File: src/rtl/timer_pkg.sv
package timer_pkg;
   localparam int SEL_W = 3;

   typedef enum logic [SEL_W-1:0] {
      SEL_TBL = 3'd0,
      SEL_TBU = 3'd1,
      SEL_DEC = 3'd2,
      SEL_CTL = 3'd3,
      SEL_STS = 3'd4
   } reg_sel_e;
endpackage

File: src/rtl/tmr_timebase.sv
module tmr_timebase #(
   parameter int DATA_W   = 32,
   parameter bit UPPER_EN = 1'b1
) (
   input  logic              clk,
   input  logic              rst_n,
   input  logic              tick,
   input  logic              wr_lo,
   input  logic              wr_hi,
   input  logic [DATA_W-1:0] wdata,
   output logic [DATA_W-1:0] lo_q,
   output logic [DATA_W-1:0] hi_q
);
   localparam logic [DATA_W-1:0] ONE = DATA_W'(1);

   logic carry;
   assign carry = tick & ~wr_lo & (&lo_q);

   always_ff @(posedge clk or negedge rst_n) begin
      if (!rst_n)      lo_q <= '0;
      else if (wr_lo)  lo_q <= wdata;
      else if (tick)   lo_q <= lo_q + ONE;
   end

   generate
      if (UPPER_EN) begin : g_upper
         logic [DATA_W-1:0] hi_r;
         always_ff @(posedge clk or negedge rst_n) begin
            if (!rst_n)      hi_r <= '0;
            else if (wr_hi)  hi_r <= wdata;
            else if (carry)  hi_r <= hi_r + ONE;
         end
         assign hi_q = hi_r;


         hi_carry_chk: assert property (@(posedge clk) disable iff (!rst_n)
            (tick && !wr_lo && !wr_hi && (&lo_q)) |=> (hi_q == $past(hi_q) + ONE));
      end else begin : g_no_upper
         logic unused_hi;
         assign unused_hi = wr_hi ^ carry;
         assign hi_q = '0;
      end
   endgenerate


   lo_step_chk: assert property (@(posedge clk) disable iff (!rst_n)
      (tick && !wr_lo) |=> (lo_q == $past(lo_q) + ONE));


   lo_hold_chk: assert property (@(posedge clk) disable iff (!rst_n)
      (!tick && !wr_lo) |=> $stable(lo_q));
endmodule

File: src/rtl/tmr_decrementer.sv
module tmr_decrementer #(
   parameter int DATA_W = 32
) (
   input  logic              clk,
   input  logic              rst_n,
   input  logic              step,
   input  logic              load,
   input  logic [DATA_W-1:0] wdata,
   output logic [DATA_W-1:0] dec_q,
   output logic              near_zero
);
   localparam logic [DATA_W-1:0] ONE = DATA_W'(1);

   logic at_zero;
   assign at_zero   = (dec_q == '0);
   assign near_zero = at_zero | (dec_q == ONE);

   always_ff @(posedge clk or negedge rst_n) begin
      if (!rst_n)                 dec_q <= '0;
      else if (load)              dec_q <= wdata;
      else if (step && !at_zero)  dec_q <= dec_q - ONE;
   end


   dec_no_wrap_chk: assert property (@(posedge clk) disable iff (!rst_n)
      (dec_q == '0 && !load) |=> (dec_q == '0));


   dec_load_chk: assert property (@(posedge clk) disable iff (!rst_n)
      load |=> (dec_q == $past(wdata)));
endmodule

File: src/rtl/tmr_status.sv
module tmr_status (
   input  logic clk,
   input  logic rst_n,
   input  logic set,
   input  logic clr,
   output logic pend_q
);
   always_ff @(posedge clk or negedge rst_n) begin
      if (!rst_n)     pend_q <= 1'b0;
      else if (set)   pend_q <= 1'b1;
      else if (clr)   pend_q <= 1'b0;
   end


   set_wins_chk: assert property (@(posedge clk) disable iff (!rst_n)
      set |=> pend_q);
endmodule

File: src/rtl/decr_timer.sv
module decr_timer
   import timer_pkg::*;
#(
   parameter int DATA_W      = 32,
   parameter int IE_BIT      = 26,
   parameter int ST_BIT      = 27,
   parameter bit TB_UPPER_EN = 1'b1
) (
   input  logic              clk,
   input  logic              rst_n,
   input  logic              tick,
   input  logic              ext_irq_en,
   input  logic              wr_en,
   input  logic [SEL_W-1:0]  wr_sel,
   input  logic [DATA_W-1:0] wr_data,
   input  logic [SEL_W-1:0]  rd_sel,
   output logic [DATA_W-1:0] rd_data,
   output logic              irq
);
   generate
      if (DATA_W < 2) begin : g_bad_width
         $error("decr_timer: DATA_W must be at least 2");
      end
      if (IE_BIT < 0 || IE_BIT >= DATA_W) begin : g_bad_ie
         $error("decr_timer: IE_BIT outside the data word");
      end
      if (ST_BIT < 0 || ST_BIT >= DATA_W) begin : g_bad_st
         $error("decr_timer: ST_BIT outside the data word");
      end
   endgenerate

   logic wr_tbl, wr_tbu, wr_dec, wr_ctl, wr_sts;
   assign wr_tbl = wr_en && (wr_sel == SEL_TBL);
   assign wr_tbu = wr_en && (wr_sel == SEL_TBU);
   assign wr_dec = wr_en && (wr_sel == SEL_DEC);
   assign wr_ctl = wr_en && (wr_sel == SEL_CTL);
   assign wr_sts = wr_en && (wr_sel == SEL_STS);

   logic [DATA_W-1:0] ctl_q;
   always_ff @(posedge clk or negedge rst_n) begin
      if (!rst_n)      ctl_q <= '0;
      else if (wr_ctl) ctl_q <= wr_data;
   end

   logic [DATA_W-1:0] tb_lo, tb_hi, dec_val;
   logic              pend, near_zero, gate_open, step, raise, clear;

   assign gate_open = ctl_q[IE_BIT] & ext_irq_en & ~pend;
   assign step      = tick & gate_open;
   assign raise     = step & ~wr_dec & near_zero;
   assign clear     = wr_sts & wr_data[ST_BIT];

   tmr_timebase #(.DATA_W(DATA_W), .UPPER_EN(TB_UPPER_EN)) u_tb (
      .clk   (clk),
      .rst_n (rst_n),
      .tick  (tick),
      .wr_lo (wr_tbl),
      .wr_hi (wr_tbu),
      .wdata (wr_data),
      .lo_q  (tb_lo),
      .hi_q  (tb_hi)
   );

   tmr_decrementer #(.DATA_W(DATA_W)) u_dec (
      .clk       (clk),
      .rst_n     (rst_n),
      .step      (step),
      .load      (wr_dec),
      .wdata     (wr_data),
      .dec_q     (dec_val),
      .near_zero (near_zero)
   );

   tmr_status u_sts (
      .clk    (clk),
      .rst_n  (rst_n),
      .set    (raise),
      .clr    (clear),
      .pend_q (pend)
   );

   logic [DATA_W-1:0] sts_word;
   always_comb begin
      sts_word         = '0;
      sts_word[ST_BIT] = pend;
   end

   always_comb begin
      case (rd_sel)
         SEL_TBL: rd_data = tb_lo;
         SEL_TBU: rd_data = tb_hi;
         SEL_DEC: rd_data = dec_val;
         SEL_CTL: rd_data = ctl_q;
         SEL_STS: rd_data = sts_word;
         default: rd_data = '0;
      endcase
   end

   assign irq = pend;


   gate_closed_chk: assert property (@(posedge clk) disable iff (!rst_n)
      (!(ctl_q[IE_BIT] && ext_irq_en) && !wr_dec) |=> $stable(dec_val));


   pend_freeze_chk: assert property (@(posedge clk) disable iff (!rst_n)
      (irq && !wr_dec) |=> $stable(dec_val));


   irq_raise_chk: assert property (@(posedge clk) disable iff (!rst_n)
      (tick && ctl_q[IE_BIT] && ext_irq_en && !irq && !wr_dec && dec_val == DATA_W'(1))
      |=> (dec_val == '0 && irq));


   irq_clear_chk: assert property (@(posedge clk) disable iff (!rst_n)
      (irq && wr_sts && wr_data[ST_BIT]) |=> !irq);
endmodule

File: config.mk
export PLATFORM = sky130hd
export DESIGN_NAME = decr_timer
export DESIGN_NICKNAME = d
export VERILOG_FILES = /design/src/rtl/timer_pkg.sv /design/src/rtl/tmr_timebase.sv /design/src/rtl/tmr_decrementer.sv /design/src/rtl/tmr_status.sv /design/src/rtl/decr_timer.sv
export SDC_FILE = /design/constraint.sdc
export NUM_CORES = 1
export LEC_CHECK = 0
export ABC_AREA = 1
export BUFFER_PORTS_ARGS = -buffer_cell sky130_fd_sc_hd__buf_2
export CAP_MARGIN = 10
export CORE_MARGIN = 1.5
export CORE_UTILIZATION = 55
export CTS_CLUSTER_SIZE = 20
export DETAILED_ROUTE_END_ITERATION = 6
export PLACE_DENSITY = 0.8
export SYNTH_ARGS = -nofsm -noshare
export SYNTH_HDL_FRONTEND = slang
export SYNTH_SLANG_ARGS = --single-unit
File: constraint.sdc
create_clock -name clk -period 5.9 [get_ports clk]
set_clock_uncertainty 0.15 [all_clocks]
set_input_delay 1.475 -clock clk [delete_from_list [all_inputs] [get_ports clk]]
set_output_delay 1.475 -clock clk [all_outputs]
set_load 0.1 [all_outputs]
==> run summary, run 1 <==
Die span in x -> 134 microns
Placeable core region -> 16600 sq um
Via density -> 5.89
Post-Syn Area per Cell -> 6.43 sq um
Worst r2r path cells -> 10
Number of max-slew violations in the final report -> 0
Area delta synth->final -> 17.2%
Met1 Resource Use GR -> 55.9%
Mapped cell area -> 9420 sq um
Reg-to-reg critical path startpoint -> u_dec.dec_q[0]
Cell-by-cell trace of the critical path -> buf_2, inv_1, nor2_1, nand2_1, buf_4, o22ai_1, a41oi_1, o21ai_0, buf_12
Cell leakage power -> 5.23 nW
Hold Slack -> 343 ps
Unrepaired setup endpoints after global routing -> no
Final Hold Viols -> 0
# DRC -> 0
First-pass GRT wire length -> 54.7 mm
Area share of the largest cell type after synthesis -> 34.3%
Post-detailed-route wirelength per cell -> 20.1 microns
Wirelength, routed -> 35.2 mm
Remaining global-route overflow -> 0
Slew at the pin closest to its max-slew limit -> 1080 ps
Maximum fanout count along the critical path -> 22
Worst-path clk slew -> 60 ps
Total I/O pin count -> 76
Number of global-route vias before repair -> 9723
Clock buffer count from CTS -> 17
Arrival @ worst endpoint -> 3450 ps
Antenna fix cells -> 0
Clock latency at the later pin of the worst-skew pair -> 430 ps
Buffers added on ports -> 75
Post-cts resize count -> 0
Outcome -> complete, no violations
Startpoint of the most critical setup path -> rd_sel[1]
Final Util -> 66.4%
Postcts setup bufs -> 0
Total of hold buffers inserted after clock tree synthesis -> 0
Most congested layer reported by global routing -> met2
Layout Nets -> 1565
FFs w/ async S/R, synth -> 100%
Number of instances on the worst hold path -> 2
Aggregate negative setup slack -> 0 ps
Critical Path RT -> 4280 ps
Die outline area -> 17900 sq um
DP Cell Count -> 1718
Post-route antenna net violation count -> 0
Global router's overall resource usage -> 40.6%
Final period util -> 86.0%
Startpoint type of the worst setup path -> input port
Synth warn -> 0
Maximum clock insertion buffer count -> 2
Number of unique standard cell types used by synthesis -> 43
Post-Synthesis Net Count -> 1512
Worst min-delay path class -> flip-flop to flip-flop
Number of standard cells after synthesis -> 1465
Fraction of the yosys area taken by sequential cells -> 34.3%
Yosys top cell by area -> sky130_fd_sc_hd__dfrtp_1
Slew margin rel. -> 27.6%
Count of flip-flops with a built-in enable after synthesis -> 0
CTS tree -> done
Met3 Use GR -> 11.0%
Largest net degree at the start of global routing -> 103
Number of standard cells in the layout, taps in and fillers out -> 1751
Root Driver -> sky130_fd_sc_hd__clkbuf_16
Clock H-tree levels -> 4
Leading register cell type out of synthesis -> sky130_fd_sc_hd__dfrtp_1
Largest incremental delay on the critical path -> 530 ps
Setup Viol. Count Final -> 0
Reported max-cap violation count -> 0
Share of post-route cells with drive strength above 1 -> 10.8%
Number of synthesized register bits -> 129
Count of routing violations after the opening detailed-route iteration -> 1413
Standard cell with the maximum stage delay on the critical path -> sky130_fd_sc_hd__nand2_1
Site Rows -> 47
Die height -> 134 microns
Minimum clock period after layout -> 5070 ps
Initial core utilization -> 56.6%
Largest cells by area after synthesis -> sky130_fd_sc_hd__dfrtp_1 (34%), sky130_fd_sc_hd__nand2_1 (21%), sky130_fd_sc_hd__inv_1 (6.7%)
Met2 track demand over resource -> 60.7%
Weighted congestion at the end of routability-driven global placement -> 0.992
Final HPWL from detailed placement -> 26.1 mm
Peak clock frequency supported by timing -> 197 MHz
CP Capture Type -> output pin
Power per unit of standard cell area -> 386 nW/um^2
DR vias -> 10.3k
Clock tree sinks -> 129
Worst Setup Path Type -> input port to output pin
Antenna violations before repair -> 0
Worst hold path startpoint -> ctl_q[27]
First drt pass iteration count -> 6
Maximum VDD drop -> 0.000240 V
==> where the power goes <==
part / switching, mW / internal, mW / total [mW]
registers: 0.270 / 1.10 / 1.37
clock network: 0.444 / 0.816 / 1.26
logic: 1.12 / 0.513 / 1.63
==> stage by stage <==
stage / power (mW) / cell area (sq um) / setup WS [ps]
after floorplan: 2.42 / 9420 / 90.1
after global placement: 2.94 / 10300 / 912
after detailed placement: 2.95 / 10300 / 900
after CTS: 4.21 / 11000 / 885
after global routing: 4.47 / 11000 / 713
final: 4.27 / 11000 / 827
==> cell usage after synthesis (7+ instances only) <==
library cell and instances:
sky130_fd_sc_hd__a41oi_1 25, sky130_fd_sc_hd__a21oi_1 13, sky130_fd_sc_hd__inv_1 168, sky130_fd_sc_hd__nand3_1 100, sky130_fd_sc_hd__o221ai_1 11, sky130_fd_sc_hd__o22ai_1 45, sky130_fd_sc_hd__dfrtp_1 129, sky130_fd_sc_hd__o21ai_2 12
sky130_fd_sc_hd__inv_2 8, sky130_fd_sc_hd__clkbuf_1 36, sky130_fd_sc_hd__nor2_1 166, sky130_fd_sc_hd__nor3_1 12, sky130_fd_sc_hd__nand2_1 526, sky130_fd_sc_hd__nor2_2 7, sky130_fd_sc_hd__xor2_1 37, sky130_fd_sc_hd__o21ai_0 95
sky130_fd_sc_hd__nand4_1 11, sky130_fd_sc_hd__o21ai_1 7
==> layout by cell type, fill, tap and decap left out, types with 12 or more instances in the layout <==
cell type | synthesis | routed
sky130_fd_sc_hd__o21ai_0 | 95 | 95
sky130_fd_sc_hd__nand2_1 | 526 | 526
sky130_fd_sc_hd__o22ai_1 | 45 | 45
sky130_fd_sc_hd__buf_2 | 6 | 45
sky130_fd_sc_hd__o21ai_2 | 12 | 12
sky130_fd_sc_hd__buf_12 | 0 | 30
sky130_fd_sc_hd__nor2_1 | 166 | 166
sky130_fd_sc_hd__a41oi_1 | 25 | 25
sky130_fd_sc_hd__nand3_1 | 100 | 98
sky130_fd_sc_hd__xor2_1 | 37 | 37
sky130_fd_sc_hd__clkbuf_16 | 0 | 17
sky130_fd_sc_hd__a21oi_1 | 13 | 13
sky130_fd_sc_hd__nor3_1 | 12 | 12
sky130_fd_sc_hd__inv_1 | 168 | 168
sky130_fd_sc_hd__dfrtp_1 | 129 | 129
==> area by class of cell <==
type	count	area (sq um)
repair buffers	86	912
fillers	1473	5590
flip-flops and latches	129	3230
multi-input cells	1108	5290
well taps	220	275
clock buffers	19	453
inverters	176	661
clock inverters	13	231
==> path summary, 6_finish.rpt <==
kind,to,slack (ps)
setup / recovery,rd_data[17],830
hold / removal,ctl_q[27],340
setup reg to reg,u_dec.dec_q[11],2990
hold reg to reg,ctl_q[27],340
max in group asynchronous,u_tb.lo_q[20],3530
min in group asynchronous,u_tb.hi_q[3],960
==> kinds of logic (layout without fill, tap and decap cells) <==
| logic type | after synthesis | in the layout | share of synthesized area [%] |
|---|---|---|---|
| DFF | 129 | 129 | 34.3 |
| xor gates and xnor gates | 40 | 40 | 3.72 |
| AOI/OAI and AO/OA | 220 | 220 | 14.6 |
| buffers and inverters | 228 | 294 | 9.80 |
| and+or+nand+nor | 844 | 844 | 37.1 |
| adders and majority gates | 4 | 4 | 0.531 |
==> critical path, delay by kind of cell <==
kind,cells,cell delay (ps)
AND/OR/NAND/NOR,2,750
buffers and inverters,4,770
AO/OA/AOI/OAI,3,440
==> registers in the layout, indices dropped and copies added (netlist names) <==
name	cells
ctl_q	32
u_sts.pend_q	1
u_tb.hi_q	32
u_dec.dec_q	32
u_tb.lo_q	32
==> routing by layer <==
metal  share of wire (%)  wire length, microns
met1                  40                 14200
met2                  44                 15500
met3                  12                  4240
met4                 3.9                  1370
met5                   0                     0
Note: power is estimated with default switching activity, not from simulation.
==> run 2, diff against run 1 <==
--- a/config.mk
+++ b/config.mk
@@ -7,12 +7,14 @@
 export LEC_CHECK = 0
 export ABC_AREA = 1
 export BUFFER_PORTS_ARGS = -buffer_cell sky130_fd_sc_hd__buf_2
-export CAP_MARGIN = 10
+export CAP_MARGIN = 0
 export CORE_MARGIN = 1.5
 export CORE_UTILIZATION = 55
 export CTS_CLUSTER_SIZE = 20
 export DETAILED_ROUTE_END_ITERATION = 6
 export PLACE_DENSITY = 0.8
+export RECOVER_POWER = 100
 export SYNTH_ARGS = -nofsm -noshare
 export SYNTH_HDL_FRONTEND = slang
+export SYNTH_HIERARCHICAL = 1
 export SYNTH_SLANG_ARGS = --single-unit
==> run 2 against run 1 <==
Compared with the run above:
- the run now ends with design-rule violations, max-capacitance violations, max-slew violations left
- hold slack gained 26 ps
- utilization shrank 4.7 points
- non-clock buffer count grew 1
- synthesized area grew 1.8%
- critical endpoint is now u_tb/hi_q[23]
==> run summary, run 2 <==
Outcome -> finished with violations
Violated checks -> design-rule violations, max-capacitance violations, max-slew violations
Unrepaired setup endpoints after global routing -> no
Postcts setup bufs -> 0
Capturing instance or port of the critical path -> u_tb/hi_q[23]
Weighted congestion at the end of routability-driven global placement -> 1.02
Final Util -> 61.6%
Startpoint type of the worst setup path -> input port
Final period util -> 87.4%
Setup Viol. Count Final -> 0
Layout Nets -> 1652
Most frequent standard cell in the layout excluding fill and tap cells -> sky130_fd_sc_hd__nand2_1
Die outline area -> 18200 sq um
Largest cells by area after synthesis -> sky130_fd_sc_hd__dfrtp_1 (34%), sky130_fd_sc_hd__nand2_1 (24%), sky130_fd_sc_hd__nand3_1 (7.9%)
Die span in x -> 135 microns
Power per unit of standard cell area -> 376 nW/um^2
Dominant cell by count in the synthesized netlist -> sky130_fd_sc_hd__nand2_1
Total I/O pin count -> 76
Area delta synth->final -> 10.3%
Reported max-cap violation count -> 5
Area share of the largest cell type after synthesis -> 33.6%
Cell leakage power -> 5.43 nW
Number of synthesized register bits -> 129
Cell types with the highest counts after synthesis -> sky130_fd_sc_hd__nand2_1 (612), sky130_fd_sc_hd__nor2_1 (182), sky130_fd_sc_hd__inv_1 (153)
Switching part of the total power -> 45.0%
Slew at the pin closest to its max-slew limit -> 2480 ps
Arrival @ worst endpoint -> 5310 ps
Post-detailed-route wirelength per cell -> 18.2 microns
Root Driver -> sky130_fd_sc_hd__clkbuf_16
Placeable core region -> 17200 sq um
Yosys top cell by area -> sky130_fd_sc_hd__dfrtp_1
Met2 track demand over resource -> 57.9%
Worst Setup Path Type -> input port to flip-flop
Die height -> 135 microns
Total of hold buffers inserted after clock tree synthesis -> 0
Slew margin rel. -> -65.6%
Clock H-tree levels -> 4
Leading register cell type out of synthesis -> sky130_fd_sc_hd__dfrtp_1
Final Hold Viols -> 0
Wirelength, routed -> 33.5 mm
Aggregate negative setup slack -> 0 ps
Global router's overall resource usage -> 36.9%
Post-route antenna net violation count -> 0
Most congested layer reported by global routing -> met2
First drt pass iteration count -> 7
Share of post-route cells with drive strength above 1 -> 8.72%
Antenna fix cells -> 0
Worst-path clk slew -> 60 ps
Count of routing violations after the opening detailed-route iteration -> 1945
Site Rows -> 48
Reg-to-reg critical path startpoint -> u_tb/lo_q[0]
Reg2reg end -> u_tb/hi_q[8]
Largest incremental delay on the critical path -> 1210 ps
Number of global-route vias before repair -> 9658
Via density -> 5.86
CTS tree -> done
Post-Synthesis Net Count -> 1600
Maximum fanout count along the critical path -> 33
Maximum VDD drop -> 0.000252 V
Met1 Resource Use GR -> 49.8%
Largest net degree at the start of global routing -> 95
Standard cell with the maximum stage delay on the critical path -> sky130_fd_sc_hd__nand3_1
Cell-by-cell trace of the critical path -> clkbuf_1, inv_1, nand3_1, nor2_1, inv_1, nand2_1, clkbuf_1, inv_1, buf_4, nand3_1, nand2_4, nand2_1, nand2_1
Combinational power share -> 36.4%
DR vias -> 10.8k
Leading cell types in the layout, fill and taps excluded -> sky130_fd_sc_hd__nand2_1 (614), sky130_fd_sc_hd__nor2_1 (182), sky130_fd_sc_hd__inv_1 (154), sky130_fd_sc_hd__nand3_1 (153), sky130_fd_sc_hd__dfrtp_1 (129)
Initial core utilization -> 55.9%
Buffers added on ports -> 75
DP Area -> 10100 sq um
Clock tree sinks -> 129
Post-cts resize count -> 0
Remaining global-route overflow -> 0
Fraction of the yosys area taken by sequential cells -> 33.6%
Post-Layout Inst Area -> 10600 sq um
CP Capture Type -> flip-flop
Internal Dissipation -> 2.19 mW
Worst min-delay path class -> flip-flop to flip-flop
Final HPWL from detailed placement -> 23.8 mm
Number of standard cells after synthesis -> 1553
Synth warn -> 6
Maximum clock insertion buffer count -> 2
# DRC -> 1
Clock buffer count from CTS -> 17
Filler cells -> 1685
Clock network power share -> 26.7%
Mapped cell area -> 9600 sq um
Critical Path RT -> 6060 ps
Number of max-slew violations in the final report -> 235
First-pass GRT wire length -> 51.5 mm
Count of flip-flops with a built-in enable after synthesis -> 0
Clock latency at the later pin of the worst-skew pair -> 430 ps
Met3 Use GR -> 6.94%
FFs w/ async S/R, synth -> 100%
Sequential share of power -> 36.9%
Number of unique standard cell types used by synthesis -> 45
R2R Setup Slk -> 2350 ps
Minimum clock period after layout -> 5160 ps
Post-Syn Area per Cell -> 6.18 sq um
Peak clock frequency supported by timing -> 194 MHz
Antenna violations before repair -> 0
Net switching component of the power -> 1.79 mW
Startpoint of the most critical setup path -> wr_sel[0]
Worst r2r path cells -> 9
-- run 2: cell types whose count changed after synthesis, moves of 19 or more --
cell                      previous run  this run
sky130_fd_sc_hd__a21oi_1            13        50
sky130_fd_sc_hd__a41oi_1            25         0
sky130_fd_sc_hd__nand2_1           526       612
sky130_fd_sc_hd__o21ai_0            95        63
sky130_fd_sc_hd__nand3_1           100       152
sky130_fd_sc_hd__a22oi_1             0        25
sky130_fd_sc_hd__o22ai_1            45         0
sky130_fd_sc_hd__xor2_1             37        18
-- run 2: worst min-delay path by stage --
stage,start,cells after the start,endpoint,slack [ps]
after floorplan,ctl_q[2],2,ctl_q[2],340
after global placement,ctl_q[2],2,ctl_q[2],350
after detailed placement,ctl_q[2],2,ctl_q[2],370
after CTS,ctl_q[2],2,ctl_q[2],380
after global routing,ctl_q[23],2,ctl_q[23],410
final,ctl_q[2],2,ctl_q[2],370
-- run 2: per-stage QoR --
| step | instances | hold WS [ps] | setup WS [ps] | total power [mW] |
|---|---|---|---|---|
| final | 1842 | 369 | 745 | 3.98 |
| after floorplan | 1553 | 336 | 1590 | 2.46 |
| after CTS | 1842 | 378 | 1210 | 3.94 |
| after global routing | 1842 | 412 | 588 | 4.19 |
| after detailed placement | 1811 | 366 | 1220 | 2.87 |
| after global placement | 1811 | 349 | 1230 | 2.84 |
-- run 2: worst max-delay path, delay by kind of cell --
family	cells	cell delay, ps
simple gates	7	2490
buf+inv	6	1300
-- run 2: logic make-up after synthesis --
kind of cell	synth area share, %
XOR/XNOR	2.10
AO/OA/AOI/OAI	9.50
flip-flops	33.6
AND/OR/NAND/NOR	44.6
buffers and inverters	9.61
adder cells (fa/ha/maj)	0.522
-- run 2: final cells by class --
class | count | area (sq um) | area share [%]
clock buffer | 26 | 509 | 4.81
clock inverter | 5 | 75.1 | 0.709
inverter | 167 | 628 | 5.93
tap | 225 | 282 | 2.66
timing repair buffer | 87 | 442 | 4.17
multi-input combinational | 1203 | 5420 | 51.2
sequential | 129 | 3230 | 30.5
-- run 2: power by group through the flow --
stage / logic [mW] / registers (mW) / clock network, mW
2_1_floorplan: 1.13 / 1.33 / 0
3_3_place_gp: 1.38 / 1.46 / 0
3_5_place_dp: 1.41 / 1.46 / 0
4_1_cts: 1.42 / 1.45 / 1.06
5_1_grt: 1.60 / 1.49 / 1.10
6_report: 1.45 / 1.47 / 1.06
-- run 2: routing by layer --
layer	share of wire (%)	vias up
li1	-	5006
met1	39	5013
met2	45	683
met3	12	98
met4	3.9	0
met5	0	-
